**src/rtl/cond_skip_unit.sv**
```systemverilog
module cond_skip_unit #(
  parameter int W = 16
) (
  input  logic         clk,
  input  logic         rst_n,
  input  logic         start,
  input  logic [1:0]   cond_op,
  input  logic [W-1:0] opnd_a,
  input  logic [W-1:0] opnd_b,
  input  logic [W-1:0] pc_in,
  input  logic [W-1:0] mem_rdata,
  output logic         mem_rd,
  output logic [W-1:0] mem_addr,
  output logic [W-1:0] pc_out,
  output logic         done
);

  localparam int FLD_W = 6;
  localparam int A_LO  = 4;
  localparam int B_LO  = A_LO + FLD_W;

  typedef enum logic [1:0] {S_IDLE, S_READ, S_UPD, S_DONE} state_t;

  state_t       state;
  logic [W-1:0] pc_r;
  logic         skip;
  logic [W-1:0] step;

  function automatic logic extra_word(input logic [FLD_W-1:0] code);
    return (code[5:3] == 3'b010) || (code[5:1] == 5'b01111);
  endfunction

  always_comb begin
    case (cond_op)
      2'd0:    skip = (opnd_a != opnd_b);
      2'd1:    skip = (opnd_a == opnd_b);
      2'd2:    skip = !(opnd_a > opnd_b);
      default: skip = ((opnd_a & opnd_b) == '0);
    endcase
  end

  assign step = W'(1)
              + W'(extra_word(mem_rdata[A_LO +: FLD_W]))
              + W'(extra_word(mem_rdata[B_LO +: FLD_W]));

  always_ff @(posedge clk) begin
    if (!rst_n) begin
      state <= S_IDLE;
      pc_r  <= '0;
    end else begin
      case (state)
        S_IDLE: if (start) begin
          pc_r  <= pc_in;
          state <= skip ? S_READ : S_DONE;
        end
        S_READ: state <= S_UPD;
        S_UPD: begin
          pc_r  <= pc_r + step;
          state <= S_DONE;
        end
        default: state <= S_IDLE;
      endcase
    end
  end

  assign mem_rd   = (state == S_READ);
  assign mem_addr = pc_r;
  assign pc_out   = pc_r;
  assign done     = (state == S_DONE);

  AST_DONE_PULSE: assert property (@(posedge clk) disable iff (!rst_n)
    done |=> !done);
  AST_READ_LATENCY: assert property (@(posedge clk) disable iff (!rst_n)
    mem_rd |=> (!done && !mem_rd) ##1 done);
  AST_SKIP_STEP: assert property (@(posedge clk) disable iff (!rst_n)
    (state == S_UPD) |=> ((W'(pc_out - $past(pc_out)) >= W'(1)) && (W'(pc_out - $past(pc_out)) <= W'(3))));
  AST_GT_PASS: assert property (@(posedge clk) disable iff (!rst_n)
    (state == S_IDLE && start && cond_op == 2'd2 && opnd_a > opnd_b) |=> (done && pc_out == $past(pc_in)));
  AST_BIT_FAIL: assert property (@(posedge clk) disable iff (!rst_n)
    (state == S_IDLE && start && cond_op == 2'd3 && (opnd_a & opnd_b) == '0) |=> (mem_rd && mem_addr == $past(pc_in)));
  AST_BUSY_IGNORE: assert property (@(posedge clk) disable iff (!rst_n)
    (state == S_READ) |=> $stable(pc_out));

endmodule

```
**config.mk**
```make
export PLATFORM = sky130hd
export DESIGN_NAME = cond_skip_unit
export DESIGN_NICKNAME = d
export VERILOG_FILES = /design/src/rtl/cond_skip_unit.sv
export SDC_FILE = /design/constraint.sdc
export NUM_CORES = 1
export LEC_CHECK = 0
export ABC_AREA = 1
export BUFFER_PORTS_ARGS = -buffer_cell sky130_fd_sc_hd__buf_2
export CORE_MARGIN = 2
export CORE_UTILIZATION = 42
export CTS_CLUSTER_DIAMETER = 150
export DETAILED_ROUTE_END_ITERATION = 10
export HOLD_SLACK_MARGIN = 0.12
export PLACE_DENSITY = 0.77
export SLEW_MARGIN = 20
export SYNTH_ARGS = -nofsm -noshare
export SYNTH_HDL_FRONTEND = slang
export SYNTH_SLANG_ARGS = --single-unit
```
**constraint.sdc**
```tcl
create_clock -name clk -period 2.5 [get_ports clk]
set_clock_uncertainty 0.15 [all_clocks]
set_input_delay 0.5 -clock clk [delete_from_list [all_inputs] [get_ports clk]]
set_output_delay 0.5 -clock clk [all_outputs]
set_load 0.02 [all_outputs]
```
# Word-level counts from Yosys, hierarchy flattened
# Index checks and enable logic that the tools add are counted.
dict set report word_totals {
  regBits 18
  out_inout_bits 34
}
dict set report op_classes {
  n_addsub 3
  magnitude_cmp 1
  eq_ne 12
  mux 6
  bitwise 1
  reduce_logical 8
}
# cell n
set op_table {}
lappend op_table {{16-bit one-hot mux with 2 select lines} 1}
lappend op_table {{16-bit by 3-bit adder with 16-bit output} 1}
lappend op_table {{16-bit bitwise AND} 1}
lappend op_table {{16-bit == test} 1}
lappend op_table {{16-bit > comparator} 1}
lappend op_table {{16-bit zero test} 1}
lappend op_table {{16-bit 2-to-1 mux} 1}
lappend op_table {{16-bit inequality test} 1}
lappend op_table {{5-bit by 4-bit == test with 1-bit output (second input constant)} 2}
lappend op_table {{2-bit == test (second input constant)} 3}
lappend op_table {{3-bit by 2-bit == test with 1-bit output (second input constant)} 2}
lappend op_table {{2-bit one-hot mux with 3 select lines} 1}
lappend op_table {{2-bit by 1-bit == test with 1-bit output (second input constant)} 2}
lappend op_table {{2-bit zero test} 2}
lappend op_table {{2-bit 2-to-1 mux} 2}
lappend op_table {{2-bit by 1-bit adder with 3-bit output} 1}
lappend op_table {{1-bit one-hot mux with 3 select lines} 1}
lappend op_table {{1-bit by 1-bit adder with 2-bit output (first input constant)} 1}
lappend op_table {{1-bit logical OR} 2}
lappend op_table {{2-bit inequality test (second input constant)} 1}
lappend op_table {{2-bit AND reduction} 1}
lappend op_table {{2-bit nonzero test} 1}
lappend op_table {{1-bit zero test} 1}

# Depth between registers and ports, before layout
dict set report depth {
  ltp_word 6
  depth_mapped 17
  ltp_nobuf 17
}

# Worst setup path after synthesis
# No wires, ideal clock.
dict set report synth_timing {
  path_kind {input -> register}
  startpoint {input port mem_rdata[12]}
  endpoint {register pc_r[14], in the netlist mem_addr[14]}
  setup_time_ns 0.120
  t_arrival_ns 2.223
  path_slack_ns 0.006
  path_stages 16
  n_path_buf 0
  path_cell_list {nand2_1 nand2_1 nand3b_1 ha_1 inv_1 ha_1 fa_1 nand2_1 inv_2 nand3_2 nor2_4 nand3_2 nor2_2 xor2_1 o21ai_1 a21oi_2}
}
dict set report synth_between {
  elab_chain_cells 5
}
# item line
set synth_lines {}
lappend synth_lines {{start: declaration} 11} ;# input logic [W-1:0] mem_rdata,
lappend synth_lines {{5-bit by 4-bit == test with 1-bit output} 30} ;# return (code[5:3] == 3'b010) || (code[5:1] == 5'b01111);
lappend synth_lines {{1-bit logical OR} 30}
lappend synth_lines {{2-bit by 1-bit adder with 3-bit output} 44} ;# + W'(extra_word(mem_rdata[B_LO +: FLD_W]));
lappend synth_lines {{16-bit by 3-bit adder with 16-bit output} 58} ;# pc_r <= pc_r + step;
lappend synth_lines {{16-bit one-hot mux with 2 select lines} 51} ;# case (state)
lappend synth_lines {{end signal: assignment} 53} ;# pc_r <= pc_in;
lappend synth_lines {{end signal: assignment} 58}
lappend synth_lines {{end: declaration} 25} ;# logic [W-1:0] pc_r;
# Every way passes these cells.
# A chain may end at the register's enable or synchronous reset.

# Worst setup path in the final report
dict set report layout_timing {
  startpoint {input port mem_rdata[15]}
  endpoint {register pc_r[14], in the netlist mem_addr[14]}
}
dict set report layout_between {
  elab_chain_cells 5
}
# item line
set layout_lines {}
lappend layout_lines {{5-bit by 4-bit == test with 1-bit output / 3-bit by 2-bit == test with 1-bit output (equally long branches)} 30}
lappend layout_lines {{1-bit logical OR *} 30}
lappend layout_lines {{2-bit by 1-bit adder with 3-bit output *} 44}
lappend layout_lines {{16-bit by 3-bit adder with 16-bit output *} 58}
lappend layout_lines {{16-bit one-hot mux with 2 select lines *} 51}
# Every way passes the cells marked *; elsewhere a longest branch is shown, timed or not.

==> impl_metrics.prom <==
# TYPE chip_impl_metric gauge
chip_impl_info{name="status",value="finished, final reports clean"} 1
chip_impl_metric{name="gp_routability_congestion",unit=""} 0.849
chip_impl_metric{name="peakVddDrop",unit="uV"} 373
chip_impl_metric{name="setup-tns-final",unit="ns"} 0
chip_impl_metric{name="final.fill_count",unit=""} 509
chip_impl_info{name="rsz0062_at_grt",value="true"} 1
chip_impl_metric{name="synth.yosys.warnings",unit=""} 0
chip_impl_metric{name="placement.setup.worst_slack",unit="ns"} -0.259
chip_impl_metric{name="via_count_of_the_first_global_routing_pass",unit=""} 1972
chip_impl_info{name="cts.root.buffer_cell",value="sky130_fd_sc_hd__clkbuf_8"} 1
chip_impl_metric{name="syn_to_final_growth",unit="%"} 25.0
chip_impl_info{name="cp-start-kind",value="input port"} 1
chip_impl_metric{name="core_box_area",unit="sq mm"} 0.00475
chip_impl_metric{name="seq_area_frac_synth",unit="%"} 17.3
chip_impl_metric{name="synth-xor-area-share",unit="%"} 1.68
chip_impl_metric{name="cts_made_buffers",unit=""} 3
chip_impl_metric{name="path_clk_slew",unit="ns"} 0.08
chip_impl_metric{name="fmax",unit="MHz"} 416
chip_impl_metric{name="setup_violations",unit=""} 0
chip_impl_metric{name="dr.pass1.iters",unit=""} 4
chip_impl_metric{name="cts.sink_count",unit=""} 18
chip_impl_metric{name="grt_pass1_wl",unit="um"} 8270
chip_impl_metric{name="final_max_slew_viol_count",unit=""} 0
chip_impl_metric{name="placement.io_buffers",unit=""} 96
chip_impl_metric{name="postSynthRegisterBits",unit=""} 18
chip_impl_metric{name="initial_antenna_violation_count",unit=""} 0
chip_impl_metric{name="synth_area",unit="sq mm"} 0.00208
chip_impl_metric{name="finalHoldViolations",unit=""} 0
chip_impl_metric{name="cp.required",unit="ns"} 2.47
chip_impl_metric{name="drt.antenna.violating_nets",unit=""} 0
chip_impl_metric{name="synthMuxAreaShare",unit="%"} 0
chip_impl_info{name="hold_crit_class",value="input port to flip-flop"} 1
chip_impl_metric{name="antenna_cells",unit=""} 0
chip_impl_metric{name="drt-vias-per-instance",unit=""} 4.84
chip_impl_metric{name="floorplan.initialDensity",unit="%"} 43.7
chip_impl_metric{name="layout-drive-gt1-share",unit="%"} 32.0
chip_impl_metric{name="dp.cells",unit=""} 450
chip_impl_metric{name="post_synth.cell_area_avg",unit="sq um"} 6.82
chip_impl_info{name="cts_tree",value="built"} 1
chip_impl_metric{name="ys_async_sr_fraction",unit="%"} 0
chip_impl_metric{name="power.density_cell_area",unit="mW/mm^2"} 848
chip_impl_metric{name="timing.hold.ws",unit="ns"} 0.338
chip_impl_metric{name="global_route.overflow_total",unit=""} 0
chip_impl_metric{name="syn-instance-count",unit=""} 305
chip_impl_metric{name="share_of_the_clock_period_used_by_the_worst_path_after_layout",unit="%"} 96.2
chip_impl_metric{name="total_routed_wirelength",unit="um"} 5050
chip_impl_info{name="final_common_cell",value="sky130_fd_sc_hd__buf_2"} 1
chip_impl_metric{name="grt_use_total",unit="%"} 18.4
chip_impl_metric{name="die_x",unit="um"} 74.4
chip_impl_metric{name="finalCriticalPeriod",unit="ns"} 2.40
chip_impl_metric{name="synth_simple_gate_area_share",unit="%"} 27.3
chip_impl_info{name="ys.flop_type",value="sky130_fd_sc_hd__dfxtp_1"} 1
chip_impl_metric{name="max_transition_margin",unit="%"} 60.7
chip_impl_metric{name="synth.lib_cells_used.distinct",unit=""} 38
chip_impl_metric{name="area_fraction_in_compound_gates_after_synthesis",unit="%"} 14.6
chip_impl_metric{name="synthAdderAreaFrac",unit="%"} 24.4
chip_impl_metric{name="power_leakage",unit="nW"} 1.42
chip_impl_metric{name="cp_data_arrival_time",unit="ns"} 2.38
chip_impl_metric{name="insertion_delay",unit="ns"} 0.26
chip_impl_info{name="leading_cell_types_in_the_layout_fill_and_taps_excluded",value="sky130_fd_sc_hd__buf_2, sky130_fd_sc_hd__nand2_1, sky130_fd_sc_hd__ha_1"} 1
chip_impl_metric{name="cts_max_level",unit=""} 1
chip_impl_metric{name="drt_drc_violations_left",unit=""} 0
chip_impl_metric{name="nets",unit=""} 497
chip_impl_info{name="crit_type",value="input port to flip-flop"} 1
chip_impl_metric{name="placementRows",unit=""} 25
chip_impl_metric{name="grt_start_max_net_pins",unit=""} 24
chip_impl_metric{name="max_fanout_on_critical_path",unit=""} 2
chip_impl_metric{name="number_of_synthesized_flops_with_an_enable_pin",unit=""} 0
chip_impl_metric{name="detail_route.iter0.violations",unit=""} 136
chip_impl_metric{name="timing_worst_slew_pin_value",unit="ns"} 0.589
chip_impl_metric{name="filler_free_cell_count_of_the_finished_design",unit=""} 454
chip_impl_metric{name="total_die_area",unit="sq mm"} 0.00553
chip_impl_metric{name="dp_hpwl",unit="um"} 4090
chip_impl_metric{name="maxCapViolations",unit=""} 0
chip_impl_metric{name="routed-via-count",unit=""} 2197
chip_impl_info{name="main_combinational_cell_family_by_area_after_synthesis",value="simple AND/OR/NAND/NOR gates"} 1
chip_impl_metric{name="clock_tree.buffer_depth",unit=""} 2
chip_impl_metric{name="die-height",unit="um"} 74.4
chip_impl_metric{name="synth.net_count",unit=""} 414
chip_impl_info{name="endpoint_kind",value="flip-flop"} 1
chip_impl_metric{name="detail_route.wl_per_cell",unit="um"} 11.1
chip_impl_metric{name="final.setup.worst_slack",unit="ns"} 0.0959
chip_impl_metric{name="ios",unit=""} 103
metrics by stage:
stage,utilization [%],cell area (sq um),power [W]
5_1_grt,54.7,2600,0.00242
3_3_place_gp,52.9,2510,0.00191
2_1_floorplan,-,2080,0.00170
6_report,54.7,2600,0.00220
4_1_cts,54.1,2570,0.00220
3_5_place_dp,52.9,2510,0.00195
critical path: stages:
cell	delay, ns
sky130_fd_sc_hd__buf_2	0.09
sky130_fd_sc_hd__nand3b_1	0.15
sky130_fd_sc_hd__ha_1	0.28
sky130_fd_sc_hd__inv_1	0.04
sky130_fd_sc_hd__ha_2	0.19
sky130_fd_sc_hd__fa_2	0.37
sky130_fd_sc_hd__nand2_2	0.09
sky130_fd_sc_hd__inv_2	0.05
sky130_fd_sc_hd__nand3_4	0.07
sky130_fd_sc_hd__nor2_4	0.05
sky130_fd_sc_hd__nand3_2	0.07
sky130_fd_sc_hd__nor2_2	0.04
sky130_fd_sc_hd__xor2_1	0.13
sky130_fd_sc_hd__o21ai_1	0.19
sky130_fd_sc_hd__a21oi_2	0.07
routing by layer:
| layer | wire length (um) | vias up | track usage, % |
|---|---|---|---|
| li1 | - | 1140 | - |
| met2 | 2530 | 59 | 33.8 |
| met1 | 2240 | 996 | 23.7 |
| met4 | 19 | 0 | 1.79 |
| met3 | 258 | 2 | 2.57 |
| met5 | 0 | - | 0 |
state kept, by name, summed over array words and instances, names as in the netlist:
name / flops
mem_addr: 16
state: 2
Yosys cell counts (5+ instances only):
master                     n  area share [%]
sky130_fd_sc_hd__nand2_1  74              13
sky130_fd_sc_hd__ha_1     39              23
sky130_fd_sc_hd__inv_1    32             5.8
sky130_fd_sc_hd__nor2_1   29             5.2
sky130_fd_sc_hd__a21oi_1  20             4.8
sky130_fd_sc_hd__dfxtp_1  18              17
sky130_fd_sc_hd__buf_4    17             6.1
sky130_fd_sc_hd__o21ai_0  14             3.4
sky130_fd_sc_hd__nand3_1   8             1.9
sky130_fd_sc_hd__inv_2     5            0.90
what timing repair did:
item	CTS	global route
hold endpoints to repair	0	0
hold buffers	0	0
resized for setup	0	8
setup buffers	0	0
setup endpoints to repair	0	5
worst paths after layout:
check,startpoint,to,slack (ns),cells after the start
max,mem_rdata[15],mem_addr[14]$_SDFFE_PN0P_,0.1,15
min,rst_n,mem_addr[1]$_SDFFE_PN0P_,0.34,3
max reg2reg,mem_addr[0]$_SDFFE_PN0P_,mem_addr[14]$_SDFFE_PN0P_,0.17,14
min reg2reg,mem_addr[15]$_SDFFE_PN0P_,mem_addr[15]$_SDFFE_PN0P_,0.35,2
layout make-up:
class | instances | area (sq um) | share of cell area [%]
clock buffers | 4 | 55.1 | 2.12
inverters | 37 | 139 | 5.34
multi-input cells | 227 | 1430 | 55.1
flip-flops and latches | 18 | 360 | 13.9
well taps | 67 | 83.8 | 3.22
repair buffers | 101 | 531 | 20.4
cells by family (layout without fill, tap and decap cells):
| family | Yosys count | in the layout |
|---|---|---|
| adders and majority gates | 40 | 40 |
| xor gates and xnor gates | 4 | 4 |
| DFF | 18 | 18 |
| AOI/OAI and AO/OA | 52 | 52 |
| and+or+nand+nor | 131 | 131 |
| buffers and inverters | 60 | 142 |
power by group:
group	internal (W)	switching, W	leakage, nW
sequential	0.000411	0.000186	0.149
combinational	0.000493	0.000866	1.24
clock	0.000140	0.000107	0.0288
total	0.00104	0.00116	1.42
Note: power is estimated with default switching activity, not from simulation.
